### config.mk
export PLATFORM = sky130hd
export DESIGN_NAME = tx_early_gate
export DESIGN_NICKNAME = d
export VERILOG_FILES = /design/src/rtl/etg_pkg.sv /design/src/rtl/etg_thr_decode.sv /design/src/rtl/etg_counters.sv /design/src/rtl/etg_ctrl.sv /design/src/rtl/tx_early_gate.sv
export SDC_FILE = /design/constraint.sdc
export NUM_CORES = 1
export LEC_CHECK = 0
export ABC_AREA = 1
export BUFFER_PORTS_ARGS = -buffer_cell sky130_fd_sc_hd__buf_2
export CAP_MARGIN = 5
export CORE_MARGIN = 2
export CORE_UTILIZATION = 50
export CTS_CLUSTER_DIAMETER = 30
export DETAILED_ROUTE_END_ITERATION = 10
export PLACE_DENSITY = 0.7
export SYNTH_ARGS = -nofsm -noshare
export SYNTH_HDL_FRONTEND = slang
export SYNTH_HIERARCHICAL = 1
export SYNTH_SLANG_ARGS = --single-unit
### constraint.sdc
create_clock -name clk -period 2.5 [get_ports clk]
set_input_delay 0.25 -clock clk [delete_from_list [all_inputs] [get_ports clk]]
set_output_delay 0.25 -clock clk [all_outputs]
set_load 0.005 [all_outputs]
### src/rtl/etg_pkg.sv
package etg_pkg;
  typedef enum logic [1:0] {
    ST_IDLE = 2'd0,
    ST_FILL = 2'd1,
    ST_SEND = 2'd2
  } etg_state_e;
endpackage

### src/rtl/etg_thr_decode.sv
module etg_thr_decode #(
  parameter int CODE_W     = 6,
  parameter int BASE_BYTES = 8,
  parameter int UNIT_BYTES = 32,
  parameter int FIFO_BYTES = 2048,
  parameter int THR_W      = $clog2(FIFO_BYTES) + 1
) (
  input  logic [CODE_W-1:0] code,
  output logic [THR_W-1:0]  thr
);
  localparam int RAW_W   = CODE_W + $clog2(UNIT_BYTES) + 1;
  localparam int CMP_W   = ((RAW_W > THR_W) ? RAW_W : THR_W) + 1;
  localparam int MAX_RAW = ((1 << CODE_W) - 1) * UNIT_BYTES;

  logic [CMP_W-1:0] raw;

  always_comb begin
    if (code == '0) raw = CMP_W'(BASE_BYTES);
    else            raw = CMP_W'(code) * CMP_W'(UNIT_BYTES);
  end

  generate
    if (MAX_RAW > FIFO_BYTES || BASE_BYTES > FIFO_BYTES) begin : g_clamp
      always_comb begin
        if (raw > CMP_W'(FIFO_BYTES)) thr = THR_W'(FIFO_BYTES);
        else                          thr = THR_W'(raw);
      end
    end else begin : g_pass
      assign thr = THR_W'(raw);
    end
  endgenerate
endmodule

### src/rtl/etg_counters.sv
module etg_counters #(
  parameter int LEN_W = 13
) (
  input  logic             clk,
  input  logic             rst_ni,
  input  logic             clr,
  input  logic             busy,
  input  logic             wr_en,
  input  logic             rd_ok,
  input  logic [LEN_W-1:0] len_q,
  output logic             loaded,
  output logic             rd_short
);
  logic [LEN_W-1:0] wr_cnt_q, wr_cnt_d;
  logic [LEN_W-1:0] rd_cnt_q, rd_cnt_d;
  logic             wr_ce, rd_ce;

  assign loaded   = busy && (wr_cnt_q >= len_q);
  assign rd_short = rd_cnt_q < len_q;

  always_comb begin
    wr_ce    = clr || (busy && wr_en && !loaded);
    rd_ce    = clr || (rd_ok && rd_short);
    wr_cnt_d = clr ? '0 : wr_cnt_q + LEN_W'(1);
    rd_cnt_d = clr ? '0 : rd_cnt_q + LEN_W'(1);
  end

  always_ff @(posedge clk or negedge rst_ni) begin
    if (!rst_ni) begin
      wr_cnt_q <= '0;
      rd_cnt_q <= '0;
    end else begin
      if (wr_ce) wr_cnt_q <= wr_cnt_d;
      if (rd_ce) rd_cnt_q <= rd_cnt_d;
    end
  end


  loaded_hold_chk: assert property (@(posedge clk) disable iff (!rst_ni)
    (loaded && !clr && busy) |=> (loaded || !busy));
endmodule

### src/rtl/etg_ctrl.sv
module etg_ctrl
  import etg_pkg::*;
#(
  parameter int LEN_W      = 13,
  parameter int CNT_W      = 12,
  parameter int FIFO_BYTES = 2048
) (
  input  logic             clk,
  input  logic             rst_ni,
  input  logic             pkt_begin,
  input  logic [CNT_W-1:0] thr,
  input  logic [LEN_W-1:0] pkt_len,
  input  logic [CNT_W-1:0] fifo_cnt,
  input  logic             mac_eop,
  input  logic             loaded,
  input  logic             rd_short,
  output logic             begin_ok,
  output logic             busy,
  output logic             sending,
  output logic [LEN_W-1:0] len_q,
  output logic             done_valid,
  output logic             done_tok,
  output logic             done_tun
);
  etg_state_e       state_q, state_d;
  logic [CNT_W-1:0] thr_q;
  logic             tun_q, tun_d, dry_now, end_now;
  logic             dv_d;

  assign busy     = (state_q != ST_IDLE);
  assign sending  = (state_q == ST_SEND);
  assign begin_ok = pkt_begin && (state_q == ST_IDLE);
  assign dry_now  = sending && (fifo_cnt == '0) && rd_short;
  assign end_now  = sending && mac_eop;

  always_comb begin
    state_d = state_q;
    unique case (state_q)
      ST_IDLE: if (pkt_begin) state_d = ST_FILL;
      ST_FILL: if ((fifo_cnt >= thr_q) || loaded) state_d = ST_SEND;
      ST_SEND: if (mac_eop) state_d = ST_IDLE;
      default: state_d = ST_IDLE;
    endcase
    tun_d = begin_ok ? 1'b0 : (tun_q || dry_now);
    dv_d  = end_now;
  end

  always_ff @(posedge clk or negedge rst_ni) begin
    if (!rst_ni) begin
      state_q    <= ST_IDLE;
      thr_q      <= '0;
      len_q      <= '0;
      tun_q      <= 1'b0;
      done_valid <= 1'b0;
      done_tok   <= 1'b0;
      done_tun   <= 1'b0;
    end else begin
      state_q    <= state_d;
      tun_q      <= tun_d;
      done_valid <= dv_d;
      if (begin_ok) begin
        thr_q <= thr;
        len_q <= pkt_len;
      end
      if (end_now) begin
        done_tun <= tun_d;
        done_tok <= !tun_d;
      end
    end
  end


  start_cause_chk: assert property (@(posedge clk) disable iff (!rst_ni)
    $rose(sending) |-> $past((fifo_cnt >= thr_q) || loaded));

  thr_bound_chk: assert property (@(posedge clk) disable iff (!rst_ni)
    busy |-> (thr_q <= CNT_W'(FIFO_BYTES)) && (thr_q != '0));

  start_hold_chk: assert property (@(posedge clk) disable iff (!rst_ni)
    (sending && !mac_eop) |=> sending);

  thr_latch_chk: assert property (@(posedge clk) disable iff (!rst_ni)
    busy |=> ($stable(thr_q) && $stable(len_q)));

  done_excl_chk: assert property (@(posedge clk) disable iff (!rst_ni)
    done_valid |-> (done_tok != done_tun));

  done_pulse_chk: assert property (@(posedge clk) disable iff (!rst_ni)
    done_valid |-> ($past(mac_eop) && !sending));

  done_single_chk: assert property (@(posedge clk) disable iff (!rst_ni)
    done_valid |=> !done_valid);
endmodule

### src/rtl/tx_early_gate.sv
module tx_early_gate #(
  parameter int FIFO_BYTES = 2048,
  parameter int CODE_W     = 6,
  parameter int LEN_W      = 13,
  parameter int BASE_BYTES = 8,
  parameter int UNIT_BYTES = 32,
  parameter int CNT_W      = $clog2(FIFO_BYTES) + 1
) (
  input  logic              clk,
  input  logic              rst_n,
  input  logic              pkt_begin,
  input  logic [CODE_W-1:0] thr_code,
  input  logic [LEN_W-1:0]  pkt_len,
  input  logic              wr_en,
  input  logic              rd_en,
  input  logic [CNT_W-1:0]  fifo_cnt,
  input  logic              mac_eop,
  output logic              tx_start,
  output logic              pkt_loaded,
  output logic              done_valid,
  output logic              done_tok,
  output logic              done_tun
);
  logic [1:0]       rst_sync_q;
  logic             rst_i;
  logic [CNT_W-1:0] thr;
  logic             begin_ok, busy, sending, loaded, rd_short, rd_ok;
  logic [LEN_W-1:0] len_q;

  always_ff @(posedge clk or negedge rst_n) begin
    if (!rst_n) rst_sync_q <= 2'b00;
    else        rst_sync_q <= {rst_sync_q[0], 1'b1};
  end
  assign rst_i = rst_sync_q[1];

  etg_thr_decode #(
    .CODE_W(CODE_W), .BASE_BYTES(BASE_BYTES), .UNIT_BYTES(UNIT_BYTES),
    .FIFO_BYTES(FIFO_BYTES), .THR_W(CNT_W)
  ) u_dec (
    .code(thr_code),
    .thr (thr)
  );

  etg_ctrl #(
    .LEN_W(LEN_W), .CNT_W(CNT_W), .FIFO_BYTES(FIFO_BYTES)
  ) u_ctrl (
    .clk       (clk),
    .rst_ni    (rst_i),
    .pkt_begin (pkt_begin),
    .thr       (thr),
    .pkt_len   (pkt_len),
    .fifo_cnt  (fifo_cnt),
    .mac_eop   (mac_eop),
    .loaded    (loaded),
    .rd_short  (rd_short),
    .begin_ok  (begin_ok),
    .busy      (busy),
    .sending   (sending),
    .len_q     (len_q),
    .done_valid(done_valid),
    .done_tok  (done_tok),
    .done_tun  (done_tun)
  );

  assign rd_ok = sending && rd_en && (fifo_cnt != '0);

  etg_counters #(
    .LEN_W(LEN_W)
  ) u_cnt (
    .clk     (clk),
    .rst_ni  (rst_i),
    .clr     (begin_ok),
    .busy    (busy),
    .wr_en   (wr_en),
    .rd_ok   (rd_ok),
    .len_q   (len_q),
    .loaded  (loaded),
    .rd_short(rd_short)
  );

  assign tx_start   = sending;
  assign pkt_loaded = loaded;


  reset_quiet_chk: assert property (@(posedge clk) disable iff (!rst_i)
    $rose(rst_i) |-> (!tx_start && !done_valid));
endmodule

Word level (Yosys, flattened, before mapping)
Cells that the tools add are included.
{"block": "op_classes", "n_bitwise": 0, "addsub": 2, "n_mux": 8, "multipliers": 0, "n_shift": 0, "div": 0, "reduce_logical": 22, "n_eq_ne": 5, "magnitude_cmp": 3}
{"cell": "$add A13 B1 Y13 const B", "count": 2}
{"cell": "$mux W13", "count": 2}
{"cell": "$ge A13 B13 Y1", "count": 1}
{"cell": "$lt A13 B13 Y1", "count": 1}
{"cell": "$ge A12 B12 Y1", "count": 1}
{"cell": "$logic_not A12 Y1", "count": 1}
{"cell": "$reduce_bool A12 Y1", "count": 1}
{"cell": "$mux W11", "count": 1}
{"cell": "$logic_and A1 B1 Y1", "count": 10}
{"cell": "$logic_not A6 Y1", "count": 1}
{"cell": "$mux W2", "count": 3}
{"cell": "$pmux W2 S3", "count": 1}
{"cell": "$logic_or A1 B1 Y1", "count": 4}
{"cell": "$ne A2 B2 Y1 const B", "count": 2}
{"cell": "$reduce_and A3 Y1", "count": 1}
{"cell": "$eq A2 B1 Y1 const B", "count": 1}
{"cell": "$eq A2 B2 Y1 const B", "count": 1}
{"cell": "$logic_not A1 Y1", "count": 2}
{"cell": "$logic_not A2 Y1", "count": 1}
{"cell": "$ne A2 B1 Y1 const B", "count": 1}
{"cell": "$reduce_bool A2 Y1", "count": 1}
{"cell": "$mux W1", "count": 1}
{"block": "word_totals", "input_bits": 37, "wordCells": 50, "latch_bits": 0, "ram_bits": 0, "romBits": 0, "reg_bits": 59, "mem_count": 0}

Depth between registers and ports, before layout
Gate-level depths: netlist of run 1.
{"block": "depth", "ltp_word": 6, "ltp_mapped": 16, "mapped_depth_nobuf": 16}

Hierarchy
The synthesis of run 1 kept the hierarchy.
{"module": "etg_counters", "area_each_um2": 2461.1, "instances": 1, "cells_each": 348, "seq_area_each_um2": 650.6}
{"module": "etg_ctrl", "area_each_um2": 1567.8, "instances": 1, "cells_each": 192, "seq_area_each_um2": 775.7}
{"module": "tx_early_gate", "area_each_um2": 102.6, "instances": 1, "cells_each": 15, "seq_area_each_um2": 50.0}
{"module": "etg_thr_decode", "area_each_um2": 85.1, "instances": 1, "cells_each": 17, "seq_area_each_um2": 0.0}

Worst setup path before layout of run 1
OpenSTA, ideal clock, no wires.
{"block": "synth_path", "path_kind": "register to register", "startpoint": "register u_cnt.wr_cnt_q[8]", "endpoint": "register u_ctrl.state_q[1]", "required_ns": 2.383, "path_slack_ns": 0.626, "arrival_ns": 1.757, "path_stages_with_launch": 14, "synth_period_minus_slack_ns": 1.874, "setup_time_ns": 0.117, "cell_sequence": "dfrtp_1 -> ha_1 -> nand2_1 -> inv_2 -> a21oi_1 -> a21oi_1 -> o21ai_0 -> inv_1 -> nor2_1 -> nand4_1 -> a21oi_1 -> nand2_1 -> nand3_1 -> nand2_1"}
{"block": "synth_via", "elab_chain_len": 5}
{"item": "start, declared", "line": "etg_counters.sv:14", "source": "logic [LEN_W-1:0] wr_cnt_q, wr_cnt_d;"}
{"item": "start signal, assigned", "line": "etg_counters.sv:33", "source": "if (wr_ce) wr_cnt_q <= wr_cnt_d;"}
{"item": "$ge A13 B13 Y1", "line": "etg_counters.sv:18", "source": "assign loaded = busy && (wr_cnt_q >= len_q);"}
{"item": "$logic_and A1 B1 Y1", "line": "etg_counters.sv:18"}
{"item": "via pkt_loaded", "line": "tx_early_gate.sv:19", "source": "output logic pkt_loaded,"}
{"item": "$logic_or A1 B1 Y1", "line": "etg_ctrl.sv:40", "source": "ST_FILL: if ((fifo_cnt >= thr_q) || loaded) state_d = ST_SEND;"}
{"item": "$ne A2 B1 Y1 (no source line)"}
{"item": "$reduce_and A3 Y1 (no source line)"}
{"item": "end signal, assigned", "line": "etg_ctrl.sv:58", "source": "state_q <= state_d;"}
{"item": "end, declared", "line": "etg_ctrl.sv:25", "source": "etg_state_e state_q, state_d;"}
The timed path passes the listed nets, and every way through them passes these cells.
A chain may end at the register's enable or synchronous reset.

Final worst setup path of run 1
{"block": "layout_path", "startpoint": "register u_cnt.wr_cnt_q[4]", "endpoint": "output pkt_loaded"}
{"block": "layout_via", "elab_chain_len": 2}
{"item": "$ge A13 B13 Y1", "line": "etg_counters.sv:18"}
{"item": "$logic_and A1 B1 Y1", "line": "etg_counters.sv:18"}
{"item": "end, declared", "line": "tx_early_gate.sv:19"}
Every way passes these cells.

==> results_dict.tcl, run 1 <==
set metrics [dict create \
    min_period_over_period_pct 89.9 \
    cpMaxStageDelayCell "dfrtp_1" \
    drt_wl_total_mm 9.76 \
    ant_nets 0 \
    post-route-util_pct 56.8 \
    drive_above_1_share_pct 16.0 \
    async_flop_share_pct 100 \
    dp_hpwl_mm 7.18 \
    start_util_pct 51.6 \
    grt_pass1_vias 3615 \
    synthToLayoutAreaGrowth_pct 10.1 \
    combPwrFrac_pct 42.0 \
    critPathMaxStageDelay_ns 0.45 \
    intPower_mw 2.27 \
    setup_viol 0 \
    powerDensity_mw_per_mm2 842 \
    relSlewSlack_pct 60.4 \
    first_iter_violations 161 \
    pwr-share-seq_pct 35.8 \
    grt.total_usage_pct 24.1 \
    post_synth_mux_area_share_pct 0 \
    antenna_found_initial 0 \
    layout.cells.most_common "nand2_1" \
    drv_cap 0 \
    critPathKind "reg2out" \
    irDropWorstVdd_uv 513 \
    detail_route.vias_per_cell 5.12 \
    rsz0062_at_grt "false" \
    fin_cells 717 \
    cts_resized 0 \
    crit_path_end_kind "output pin" \
    yosys.area_share.simple_pct 34.7 \
    coreArea_sq_mm 0.00818 \
    dp.cells 700 \
    netSwitchingPower_mw 1.64 \
    die_x_um 95.8 \
    vias 3671 \
    crit_path_start_kind "register" \
    pwr-share-clk_pct 22.2 \
    die_h_um 95.8 \
    grt_max_degree 50 \
    skew_ns 0.00747 \
    worst_skew_pair.late_latency_ns 0.34 \
    synth_area_sq_mm 0.00422 \
    crit_top_cell "nand2_1" \
    clockRootBuffer "clkbuf_8" \
    hold_violations 0 \
    die-area_sq_mm 0.00918 \
    dp_slack_ns 0.370 \
    status "finished, final reports clean" \
    max_freq_ghz 0.445 \
    stdcell_area_sq_mm 0.00464 \
    numPortBuffers 41 \
    hold_path.class "in2reg" \
    dpl_cell_area_sq_mm 0.00444 \
    first_pass_iters 4 \
    ys_ff_latch 59 \
    crit_required_ns 2.25 \
    synth_top_family_by_area "simple AND/OR/NAND/NOR gates" \
    final_cell_mix "nand2_1 (164), inv_1 (72), dfrtp_1 (58)" \
    switching_share_pct 42.0 \
    ys.flop_type "dfrtp_1" \
    synth-edff-count 0 \
    diodes 0 \
    clock_path_buffers 2 \
    p_leak_nw 2.59 \
    gr-total-overflow 0 \
    yosys_warnings 6 \
    htree_levels 3 \
    fin_ws_ns 0.253 \
    io_pins 42 \
    cts_made_buffers 9 \
    route.detailed.drc 0 \
    yosys.area_share.adder_pct 11.6 \
    min_period_ns 2.25 \
    rows 33 \
    detail_route.wl_per_cell_um 13.6 \
    slew_viol_final 0 \
    cts_tree "built" \
    arrival_ns 2.00 \
    critical_path.max_fanout 5 \
    setup_tns_ns 0 \
    seq_area_frac_synth_pct 35.0 \
    synth_compound_area_share_pct 4.39 \
    final_nets 683 \
    avgSynthCellArea_sq_um 7.37 \
    cts.clk_slew.worst_paths_ns 0.07 \
    synth_cells 572 \
    synth_xor_area_share_pct 3.32 \
    gp_congestion 0.876 \
    grt_pass1_wl_mm 16.9 \
    cts_sinks 59 \
    synth_cell_types 37 \
    crit_chain "ha_1 > nand2_1 > inv_1 > nand2_1 > nand3_1 > nand2_1 > nand2_1 > o21ai_0 > inv_1 > buf_2" \
    worst_pin_slew_ns 0.593 \
]
==> worst max-delay path, delay by kind of cell, from the launching register on <==
kind / cells / cell delay [ns]
and+or+nand+nor: 5 / 0.46
DFF: 1 / 0.45
adders and majority gates: 1 / 0.32
buffers and inverters: 3 / 0.28
AOI/OAI and AO/OA: 1 / 0.15
==> flip-flops by register name, summed over array words and instances, names as in the netlist <==
register / count
u_cnt/rd_cnt_q: 13
u_cnt/wr_cnt_q: 13
u_ctrl/len_q: 13
u_ctrl/thr_q: 12
rst_sync_q: 2
u_ctrl/state_q: 2
u_ctrl/done_tok: 1
u_ctrl/done_tun: 1
u_ctrl/done_valid: 1
u_ctrl/tun_q: 1
==> worst paths after layout <==
path,startpoint,end,slack [ns],cells after the start
min,pkt_len[0],u_ctrl/len_q[0]$_DFFE_PN0P_,0.11,3
min in group asynchronous,rst_n,rst_sync_q[1]$_DFF_PN0_,0.22,2
max reg2reg,u_cnt/wr_cnt_q[4]$_DFFE_PN0P_,u_ctrl/state_q[1]$_DFFE_PN0P_,0.34,15
max,u_cnt/wr_cnt_q[4]$_DFFE_PN0P_,pkt_loaded,0.25,10
min reg2reg,rst_sync_q[1]$_DFF_PN0_,u_ctrl/thr_q[1]$_DFFE_PN0P_,0.25,0
max in group asynchronous,rst_sync_q[1]$_DFF_PN0_,u_cnt/wr_cnt_q[9]$_DFFE_PN0P_,1.66,1
==> through the flow <==
stage	hold slack, ns	total power, mW
2_1_floorplan	-0.0456	2.68
3_3_place_gp	0.0351	2.97
3_5_place_dp	0.0367	3.05
4_1_cts	0.103	3.94
5_1_grt	0.115	4.26
6_report	0.112	3.91
==> layout make-up <==
cell class | instances | area [sq um]
Inverter | 77 | 292
Sequential cell | 59 | 1480
Clock buffer | 11 | 141
Timing Repair Buffer | 45 | 250
Multi-Input combinational cell | 415 | 2300
Tap cell | 105 | 131
Clock inverter | 5 | 52.6
Fill cell | 778 | 3530
==> power by group through the flow <==
stage / registers [mW] / logic, mW / clock network (mW)
2_1_floorplan: 1.37 / 1.31 / 0
3_3_place_gp: 1.40 / 1.57 / 0
3_5_place_dp: 1.41 / 1.64 / 0
4_1_cts: 1.40 / 1.65 / 0.893
5_1_grt: 1.43 / 1.89 / 0.939
6_report: 1.40 / 1.64 / 0.867
==> cell usage after synthesis (2+ instances only) <==
cell      count  share of area, %
nand2_1     164                15
inv_1        72               6.4
dfrtp_1      59                35
nor2_1       54               4.8
nand3_1      41               4.9
ha_1         39                12
nand4_1      21               3.1
nand2_2      17               2.5
o21ai_0      13               1.5
xor2_1       13               2.7
a21oi_1      12               1.4
clkbuf_1      9              0.80
buf_4         7               1.2
buf_2         5              0.59
nor2_2        5              0.74
inv_2         4              0.36
o21bai_1      4              0.71
buf_6         3              0.80
nor3_2        3              0.71
o21ai_1       3              0.36
xnor2_1       3              0.62
conb_1        2              0.18
nand2_4       2              0.53
nor2_4        2              0.53
nor3_1        2              0.24
o21a_1        2              0.36
==> timing repair <==
action | 4_1_cts | 5_1_grt
endpoints found under the hold margin | 2 | 0
setup buffers | 0 | 0
endpoints found under the setup margin | 0 | 0
hold buffers | 1 | 0
==> layer usage <==
metal,wire length [um],track usage [%]
met3,478,3.68
met2,4620,39.7
met5,0,0
met4,111,8.69
met1,4550,32.2
==> cell families (layout without fill, tap and decap cells) <==
| family | after synthesis | after routing |
|---|---|---|
| simple gates | 320 | 320 |
| buf+inv | 102 | 138 |
| flops | 59 | 59 |
| fa+ha+maj | 39 | 39 |
| compound gates | 34 | 34 |
| xor+xnor | 16 | 16 |
| other cells | 2 | 6 |
Power figures use the tool's default switching activity.
==> run 2: changes to the inputs <==
--- a/config.mk
+++ b/config.mk
@@ -9,10 +9,10 @@
 export BUFFER_PORTS_ARGS = -buffer_cell sky130_fd_sc_hd__buf_2
 export CAP_MARGIN = 5
 export CORE_MARGIN = 2
-export CORE_UTILIZATION = 50
+export CORE_UTILIZATION = 45
 export CTS_CLUSTER_DIAMETER = 30
 export DETAILED_ROUTE_END_ITERATION = 10
-export PLACE_DENSITY = 0.7
+export PLACE_DENSITY = 0.64
 export SYNTH_ARGS = -nofsm -noshare
 export SYNTH_HDL_FRONTEND = slang
 export SYNTH_HIERARCHICAL = 1
==> results_dict.tcl, run 2 (synthesized netlist as in run 1, its figures left out) <==
set metrics [dict create \
    status "finished, final reports clean" \
    worst_skew_pair.late_latency_ns 0.34 \
    vias 3646 \
    combPwrFrac_pct 39.7 \
    crit_required_ns 2.25 \
    pwr-share-seq_pct 33.9 \
    critPathMaxStageDelay_ns 0.44 \
    cts_tree "built" \
    antenna_found_initial 0 \
    rsz0062_at_grt "false" \
    largest_registers "u_cnt/rd_cnt_q (13), u_cnt/wr_cnt_q (13), u_ctrl/len_q (13)" \
    first_iter_violations 141 \
    fillers 878 \
    irDropWorstVdd_uv 378 \
    grt.total_usage_pct 21.5 \
    crit_path_start_kind "register" \
    dp_hpwl_mm 7.14 \
    crit_path_end_kind "output pin" \
    htree_levels 3 \
    stdcell_area_sq_mm 0.00470 \
    detail_route.wl_per_cell_um 13.5 \
    skew_ns 0.00992 \
    max_freq_ghz 0.442 \
    drt_wl_total_mm 9.79 \
    gp_congestion 0.873 \
    final_cell_mix "nand2_1 (164), inv_1 (72), dfrtp_1 (58)" \
    crit_chain "ha_1 > nand2_1 > inv_1 > nand2_1 > nand3_1 > nand2_1 > nand2_1 > o21ai_0 > inv_1 > buf_2" \
    intPower_mw 2.47 \
    die_x_um 101 \
    critPathKind "reg2out" \
    drive_above_1_share_pct 16.0 \
    die_h_um 101 \
    min_period_over_period_pct 90.6 \
    first_pass_iters 4 \
    setup_viol 0 \
    setup_tns_ns 0 \
    use_met1_pct 30.3 \
    route.detailed.drc 0 \
    switching_share_pct 40.1 \
    powerDensity_mw_per_mm2 877 \
    numPortBuffers 41 \
    netSwitchingPower_mw 1.65 \
    grt_pass1_vias 3665 \
    layout.cells.most_common "nand2_1" \
    post_cts_buffers 0 \
    synthToLayoutAreaGrowth_pct 11.4 \
    relSlewSlack_pct 63.3 \
    pwr-share-clk_pct 26.4 \
    slew_viol_final 0 \
    hold_path.class "in2reg" \
    io_pins 42 \
    cts_sinks 59 \
    cpMaxStageDelayCell "dfrtp_1" \
    critical_path.max_fanout 5 \
    p_leak_nw 2.61 \
    die-area_sq_mm 0.0102 \
    grt_use_met2_pct 33.3 \
    hold_violations 0 \
    clockRootBuffer "clkbuf_8" \
    start_util_pct 46.1 \
    clock_path_buffers 2 \
    use_met3_pct 3.54 \
    crit_top_cell "nand2_1" \
    rows 35 \
    arrival_ns 2.01 \
    grt_pass1_wl_mm 17.2 \
    grt_max_degree 50 \
    min_period_ns 2.26 \
    gr-total-overflow 0 \
    top_usage_layer "met2" \
    dpl_cell_area_sq_mm 0.00445 \
    final_nets 683 \
    post-route-util_pct 51.3 \
    worst_pin_slew_ns 0.550 \
    cts.clk_slew.worst_paths_ns 0.07 \
    detail_route.vias_per_cell 5.04 \
    drv_cap 0 \
    coreArea_sq_mm 0.00915 \
    diodes 0 \
    ant_nets 0 \
    cts_made_buffers 9 \
]
run 2: changes by cell type in the layout (fill, tap and decap cells not counted):
cell | before | now
clkinvlp_4 | 1 | 0
bufinv_16 | 1 | 3
clkinv_2 | 3 | 2
run 2: cell type report:
class | instances | area (sq um) | area share [%]
sequential | 59 | 1480 | 31.5
clock buffer | 11 | 141 | 3.01
multi-input combinational | 415 | 2300 | 48.9
tap | 111 | 139 | 2.96
timing repair buffer | 45 | 250 | 5.33
clock inverter | 5 | 100 | 2.13
inverter | 77 | 292 | 6.21
run 2: final timing paths:
kind	slack (ns)	endpoint	cells after the start	start
worst max-delay path	0.24	pkt_loaded	10	u_cnt/wr_cnt_q[4]$_DFFE_PN0P_
worst min-delay path	0.10	u_ctrl/len_q[5]$_DFFE_PN0P_	3	pkt_len[5]
worst max register to register	0.33	u_ctrl/state_q[1]$_DFFE_PN0P_	15	u_cnt/wr_cnt_q[4]$_DFFE_PN0P_
worst min register to register	0.25	u_ctrl/thr_q[2]$_DFFE_PN0P_	0	rst_sync_q[1]$_DFF_PN0_
max in group asynchronous	1.66	u_cnt/wr_cnt_q[8]$_DFFE_PN0P_	1	rst_sync_q[1]$_DFF_PN0_
min in group asynchronous	0.22	rst_sync_q[0]$_DFF_PN0_	2	rst_n
run 2: through the flow:
stage	hold WS, ns	setup slack [ns]	total power [mW]	cells
floorplan	-0.0456	0.626	2.68	576
global placement	0.0343	0.444	3.00	706
detailed placement	0.0362	0.354	3.04	706
CTS	0.0966	0.243	4.15	723
global route	0.0952	0.0316	4.50	723
finish	0.101	0.236	4.12	723
run 2: power by group through the flow:
stage	logic, mW	clock network, mW	registers, mW
2_1_floorplan	1.31	0	1.37
3_3_place_gp	1.60	0	1.41
3_5_place_dp	1.63	0	1.41
4_1_cts	1.64	1.11	1.40
5_1_grt	1.91	1.16	1.43
6_report	1.64	1.09	1.39
run 2: worst max-delay path, delay by kind of cell (launching register included):
kind | cells | cell delay (ns)
compound gates | 1 | 0.17
flops | 1 | 0.44
fa+ha+maj | 1 | 0.33
simple gates | 5 | 0.47
buf+inv | 3 | 0.27
run 2: metal layers:
metal | routed length [um] | vias to the layer above
met5 | 0 | -
met4 | 171 | 0
met3 | 350 | 16
met2 | 4390 | 75
met1 | 4880 | 1693
li1 | - | 1862
run 2: repair_timing:
item	in CTS	in global routing
endpoints found under the hold margin	2	0
gates resized for setup	0	0
hold buffers	1	0
